===== src/rtl/burst_pkg.sv =====
package burst_pkg;
  typedef enum logic [2:0] {
    BL_ONE  = 3'd0,
    BL_TWO  = 3'd1,
    BL_FOUR = 3'd2,
    BL_EIGHT = 3'd3,
    BL_PAGE = 3'd7
  } bl_code_e;

  // number of low column bits that wrap for a fixed length code
  function automatic int unsigned bl_log2(input logic [2:0] code);
    case (code)
      BL_TWO:   return 1;
      BL_FOUR:  return 2;
      BL_EIGHT: return 3;
      default:  return 0;
    endcase
  endfunction

  function automatic logic bl_is_page(input logic [2:0] code);
    return code == BL_PAGE;
  endfunction
endpackage


===== src/rtl/burst_mode_dec.sv =====
module burst_mode_dec #(
  parameter int COL_W = 9
) (
  input  logic [2:0]       len_code,
  output logic [COL_W-1:0] wrap_mask,
  output logic             page
);
  import burst_pkg::*;

  always_comb begin
    page = bl_is_page(len_code);
    for (int b = 0; b < COL_W; b++) begin
      wrap_mask[b] = page || (b < bl_log2(len_code));
    end
  end
endmodule


===== src/rtl/burst_col_map.sv =====
module burst_col_map #(
  parameter int COL_W = 9
) (
  input  logic [COL_W-1:0] base,
  input  logic [COL_W-1:0] beat,
  input  logic [COL_W-1:0] wrap_mask,
  input  logic             ilv,
  output logic [COL_W-1:0] col
);
  logic [COL_W-1:0] low;

  always_comb begin
    low = ilv ? (base ^ beat) : (base + beat);
    col = (base & ~wrap_mask) | (low & wrap_mask);
  end
endmodule


===== src/rtl/burst_beat_ctr.sv =====
module burst_beat_ctr #(
  parameter int COL_W = 9
) (
  input  logic             clk,
  input  logic             rst_n,
  input  logic             load,
  input  logic             stop,
  input  logic [COL_W-1:0] start_in,
  input  logic [COL_W-1:0] mask_in,
  input  logic             page_in,
  input  logic             ilv_in,
  output logic             valid,
  output logic             last,
  output logic [COL_W-1:0] beat,
  output logic [COL_W-1:0] base,
  output logic [COL_W-1:0] mask,
  output logic             ilv
);
  logic page_r;
  logic at_end;

  assign at_end = valid && !page_r && (beat == mask);
  assign last   = at_end;

  always_ff @(posedge clk or negedge rst_n) begin
    if (!rst_n) begin
      valid  <= 1'b0;
      beat   <= '0;
      base   <= '0;
      mask   <= '0;
      ilv    <= 1'b0;
      page_r <= 1'b0;
    end else if (load) begin
      valid  <= 1'b1;
      beat   <= '0;
      base   <= start_in;
      mask   <= mask_in;
      ilv    <= ilv_in && !page_in;
      page_r <= page_in;
    end else if (valid) begin
      if (stop || at_end) valid <= 1'b0;
      else                beat  <= beat + 1'b1;
    end
  end

  AST_LOAD_STARTS: assert property (@(posedge clk) disable iff (!rst_n)
    load |=> valid && beat == '0);
  AST_STOP_ENDS: assert property (@(posedge clk) disable iff (!rst_n)
    valid && stop && !load |=> !valid);
  AST_LAST_ENDS: assert property (@(posedge clk) disable iff (!rst_n)
    last && !load |=> !valid);
  AST_RUN_ON: assert property (@(posedge clk) disable iff (!rst_n)
    valid && !last && !stop && !load |=> valid && beat == COL_W'($past(beat) + 1'b1));
  AST_MODE_HELD: assert property (@(posedge clk) disable iff (!rst_n)
    valid && !load |=> mask == $past(mask) && ilv == $past(ilv));
endmodule


===== src/rtl/burst_col_gen.sv =====
module burst_col_gen #(
  parameter int COL_W = 9
) (
  input  logic             clk,
  input  logic             rst_n,
  input  logic             cmd_load,
  input  logic [COL_W-1:0] load_col,
  input  logic [2:0]       burst_len_sel,
  input  logic             order_ilv,
  input  logic             burst_stop,
  output logic [COL_W-1:0] col_addr,
  output logic             col_valid,
  output logic             burst_last
);
  logic [COL_W-1:0] dec_mask;
  logic             dec_page;
  logic [COL_W-1:0] beat_w;
  logic [COL_W-1:0] base_w;
  logic [COL_W-1:0] mask_w;
  logic             ilv_w;

  burst_mode_dec #(.COL_W(COL_W)) u_dec (
    .len_code (burst_len_sel),
    .wrap_mask(dec_mask),
    .page     (dec_page)
  );

  burst_beat_ctr #(.COL_W(COL_W)) u_ctr (
    .clk     (clk),
    .rst_n   (rst_n),
    .load    (cmd_load),
    .stop    (burst_stop),
    .start_in(load_col),
    .mask_in (dec_mask),
    .page_in (dec_page),
    .ilv_in  (order_ilv),
    .valid   (col_valid),
    .last    (burst_last),
    .beat    (beat_w),
    .base    (base_w),
    .mask    (mask_w),
    .ilv     (ilv_w)
  );

  burst_col_map #(.COL_W(COL_W)) u_map (
    .base     (base_w),
    .beat     (beat_w),
    .wrap_mask(mask_w),
    .ilv      (ilv_w),
    .col      (col_addr)
  );

  AST_UPPER_FIXED: assert property (@(posedge clk) disable iff (!rst_n)
    col_valid && !cmd_load && !burst_stop && !burst_last
    |=> (col_addr & ~mask_w) == ($past(col_addr) & ~$past(mask_w)));
  AST_LOAD_COL: assert property (@(posedge clk) disable iff (!rst_n)
    cmd_load |=> col_addr == $past(load_col));
  AST_LAST_ONLY_VALID: assert property (@(posedge clk) disable iff (!rst_n)
    burst_last |-> col_valid);
endmodule


===== config.mk =====
export PLATFORM = sky130hd
export DESIGN_NAME = burst_col_gen
export DESIGN_NICKNAME = d
export VERILOG_FILES = /design/src/rtl/burst_pkg.sv /design/src/rtl/burst_mode_dec.sv /design/src/rtl/burst_col_map.sv /design/src/rtl/burst_beat_ctr.sv /design/src/rtl/burst_col_gen.sv
export SDC_FILE = /design/constraint.sdc
export NUM_CORES = 1
export LEC_CHECK = 0
export ABC_AREA = 0
export BUFFER_PORTS_ARGS = -buffer_cell sky130_fd_sc_hd__buf_2
export CAP_MARGIN = 20
export CORE_AREA = 3 3 58 60
export CTS_CLUSTER_DIAMETER = 100
export CTS_CLUSTER_SIZE = 40
export DETAILED_ROUTE_END_ITERATION = 10
export DIE_AREA = 0 0 61 63
export PLACE_DENSITY = 0.76
export SLEW_MARGIN = 10
export SYNTH_ARGS = -nofsm -noshare
export SYNTH_HDL_FRONTEND = slang
export SYNTH_SLANG_ARGS = --single-unit

===== constraint.sdc =====
create_clock -name clk -period 5.8 [get_ports clk]
set_input_delay 0.58 -clock clk [delete_from_list [all_inputs] [get_ports clk]]
set_output_delay 0.58 -clock clk [all_outputs]
set_load 0.01 [all_outputs]

==> summary by stage <==
Run status
The flow ran to the end, and the final reports show no timing, DRC or antenna violations.

Worst setup path
On the critical path, the stage with the largest delay is an instance of sky130_fd_sc_hd__dfrtp_1. Data on the critical path arrives at its endpoint at 2.48 ns. The maximum single-stage delay on the critical path is 0.53 ns. The highest net fanout along the worst path is 7.

The path length in cells of the critical path is 9. The number of buffers and inverters on the critical path is 2. At the worst endpoint, the required time is roughly 5.2 ns. The critical path is of the flip-flop to output port type. The depth of the most critical reg-to-reg path is 5. The worst setup path is captured at an output port. The nature of the critical path startpoint is a flip-flop. The signal on the critical path passes through ha_1 -> inv_1 -> fa_1 -> nor2b_1 -> o31a_1 -> a2bb2oi_1 -> o211ai_1 -> xor2_1 -> buf_2. The dominant delay contributor by cell family on the critical path is adder cells.

Clock tree
After clock tree synthesis, the clock-pin slew on the worst setup and hold paths is 0.14 ns. The number of setup buffers added after CTS is 0. The count of clock tree sinks is 24. The clock passes through at most 2 buffers.

TritonCTS built the clock tree. The number of buffers added by the clock tree synthesis step is 3. The cell sitting at the root of the clock tree is a sky130_fd_sc_hd__clkbuf_4. The number of cells upsized or downsized after cts is 0. The number of buffers inserted for hold repair after clock tree synthesis is 0. In this run the number of H-tree levels came out at 1. The later pin in the worst-skew pair is clocked with a latency of about 0.33 ns.

Logic synthesis
The combinational family with the most area after synthesis is simple AND/OR/NAND/NOR gates. Ranked by total cell area, the synthesized netlist is headed by sky130_fd_sc_hd__dfrtp_1 38%, sky130_fd_sc_hd__ha_1 7.2%, sky130_fd_sc_hd__xor2_1 6.7%. The count of flip-flops with a built-in enable after synthesis is 0. The synthesized netlist devotes 8.39% of its cell area to XOR and XNOR gates. In the synthesized netlist, the number of instances is 168.

The synthesized-area fraction occupied by adder cells is 8.47%. The synthesized design devotes to its leading area cell type 38.4% of total area. The Yosys warning count is 0. The average instance in the mapped netlist occupies between 9 and 10 µm². After synthesis the cells add up to 0.00157 mm².

sky130_fd_sc_hd__dfrtp_1 takes more of the synthesized area than any other cell. The simple logic cell fraction of the synthesized area is 18.6%. The most common cell in the netlist is sky130_fd_sc_hd__dfrtp_1. In this run, distinct cell masters in the synthesized netlist total 35.

Among all flip-flop cells after synthesis, the most frequent one is sky130_fd_sc_hd__dfrtp_1. The multiplexer area fraction after synthesis is 7.75%. The post-synth net total is 195. The share of the Yosys chip area taken by registers is around two fifths. The count of state elements after synthesis is 24.

The synthesized netlist devotes 14.5% of its cell area to compound gates. Of all flip-flops after synthesis, the portion carrying an async set or reset was between 90% and 100%. The commonest cells after synthesis are 24 x sky130_fd_sc_hd__dfrtp_1, 15 x sky130_fd_sc_hd__nor2_1, 15 x sky130_fd_sc_hd__o21ai_0.

Detailed routing
The number of DRC markers in iteration 0 is 77. The number of antenna-violating nets in the routed design is 0. After detailed routing, the number of remaining DRC violations is 0.

The detailed-route via count is around 1300. The via density per instance is 5.89. For this run, the detailed router's first-pass iteration total came to 5. The final routed wire length divided by cell count is 15.4 µm. The routed design has about 3500 µm of wire.

Power
The switching power of the nets is roughly 0.12 mW. Registers are responsible for about 48% of the overall power. The total leakage power is 0.820 nW. The cell area power density is around 230 mW/mm². The internal power component is roughly 0.29 mW. The clock network accounts for 30.5% of the total power.

Across the VDD grid, the largest voltage drop is 135 µV. Of the total power, combinational logic draws 21.8%. Of the total power, the share spent switching nets is between 20% and 30%.

Timing
The total negative slack for setup checks is 0 ns. The final cycle utilization of the critical path is a little over half. Setup violations remaining at the end of the flow were counted as 0. The worst pin sits at a relative slew slack of 63.5%.

Setup repair after global routing left no endpoint under its margin. The final number of max-transition violations is 0. Across the routed clock network, the largest skew measured is roughly 0.0067 ns.

The final hold violation count came to 0. At the pin with the least slew margin, the transition time is 0.548 ns. The smallest clock period supported by the final layout is computed as roughly 3.1 ns. Setup slack closes at 2.74 ns. The highest clock rate is about 330 MHz.

Global route
The first global-routing pass estimated 6180 µm of wire. The number of global-route vias before repair is 1414. The global router's overall resource usage is 20.8%. The pin count of the biggest net entering global routing is 30. The initial antenna violation count is 0. The total congestion overflow after global routing is 0.

Placed design
The HPWL after detailed placement is between 2000 and 3000 µm. The number of port buffers is 27. Routability-driven placement finished with a final weighted congestion of 0.912. The post-placement worst setup slack is approximately 3.2 ns.

Layout
The net count of the finished layout is approximately 220. The number of antenna cells inserted is 0. Of the cells placed in the final design, the portion with a size suffix greater than 1 is a little under a quarter.

Fill cells in the final layout number 277. In the final layout, flip-flops and latches occupy 601 µm². The area occupied by multi-input gates is about 900 µm².

Compared with the post-synthesis result, the final layout area differs by 13.4%.

Floorplanning
The area inside the core boundary is ~0.0030 mm². From bottom edge to top edge, the die measures 63 µm. The die covers 0.00384 mm². The floorplan step set the die width to 61 µm. Row generation in the floorplan step produced 20 rows. Once the floorplan was initialized, standard cells occupied about 53% of the core. Pin placement for this block handled 28 I/O pins.

Flow run
Across the run, the number of max-cap violations was 0.

Worst hold path
The path type of the worst min-delay path is primary input to asynchronous set/reset pin.
[per-stage QoR]
step	hold WS, ns	cells	power, mW	util, %	cell area (µm²)
2_1_floorplan	0.284	168	0.253	-	1570
3_3_place_gp	0.529	223	0.281	57.9	1720
3_5_place_dp	0.533	223	0.286	57.9	1720
4_1_cts	0.243	227	0.410	59.6	1780
5_1_grt	0.238	227	0.431	59.6	1780
6_report	0.210	227	0.408	59.6	1780
[area by class of cell]
class | count | area share [%]
clock inverters | 1 | 1.69
well taps | 33 | 2.33
repair buffers | 27 | 7.61
multi-input cells | 128 | 51.0
flip-flops and latches | 24 | 33.8
inverters | 11 | 2.33
clock buffers | 3 | 1.27
[kinds of logic (layout without fill, tap and decap cells)]
family	after synthesis	in the layout
compound gates	38	38
xor+xnor	15	15
fa+ha+maj	10	10
buf+inv	16	42
flops	24	24
mux	11	11
simple gates	54	54
[sequential cells by signal, indices dropped and copies added (netlist names)]
name,flops
u_ctr.beat,9
u_ctr.valid,1
u_ctr.base,9
u_ctr.ilv,1
u_ctr.mask,4
[cells in the final DEF, fill, tap and decap left out, types with 2 or more instances in the layout]
cell type	count
sky130_fd_sc_hd__a21oi_1	11
sky130_fd_sc_hd__a21oi_2	2
sky130_fd_sc_hd__and3_1	3
sky130_fd_sc_hd__buf_2	27
sky130_fd_sc_hd__clkbuf_4	3
sky130_fd_sc_hd__dfrtp_1	24
sky130_fd_sc_hd__ha_1	9
sky130_fd_sc_hd__inv_1	11
sky130_fd_sc_hd__mux2_2	9
sky130_fd_sc_hd__mux2i_1	2
sky130_fd_sc_hd__nand2_1	10
sky130_fd_sc_hd__nand2b_1	2
sky130_fd_sc_hd__nand3_1	8
sky130_fd_sc_hd__nand3b_1	2
sky130_fd_sc_hd__nand4_1	3
sky130_fd_sc_hd__nor2_1	15
sky130_fd_sc_hd__nor2b_1	2
sky130_fd_sc_hd__nor3_1	2
sky130_fd_sc_hd__o211ai_1	2
sky130_fd_sc_hd__o21a_1	2
sky130_fd_sc_hd__o21ai_0	15
sky130_fd_sc_hd__or3_1	2
sky130_fd_sc_hd__xnor2_1	3
sky130_fd_sc_hd__xor2_1	12
[final timing paths]
kind | end | from | slack (ns)
max | col_addr[8] | u_ctr.beat[0] | 2.74
min | u_ctr.base[8] | rst_n | 0.21
max reg2reg | u_ctr.beat[2] | u_ctr.mask[7] | 3.88
min reg2reg | u_ctr.base[3] | u_ctr.base[3] | 0.56
max in group asynchronous | u_ctr.mask[1] | rst_n | 5.22
min in group clk | u_ctr.base[1] | load_col[1] | 0.46
[power by group through the flow]
| stage | Sequential, mW | Clock [mW] | Combinational, mW |
|---|---|---|---|
| final | 0.194 | 0.124 | 0.0889 |
| after global routing | 0.196 | 0.133 | 0.101 |
| after CTS | 0.194 | 0.126 | 0.0897 |
| after detailed placement | 0.197 | 0 | 0.0889 |
| after global placement | 0.196 | 0 | 0.0846 |
| after floorplan | 0.192 | 0 | 0.0610 |
[routing by layer]
layer  global-route usage (%)  vias up  routed length, µm
met5                        0        -                  0
met1                     25.2      647               1500
met2                     36.4       39               1780
met3                     2.48        7                134
met4                     7.32        0                 63
li1                         -      644                  -
Power figures use the tool's default switching activity.
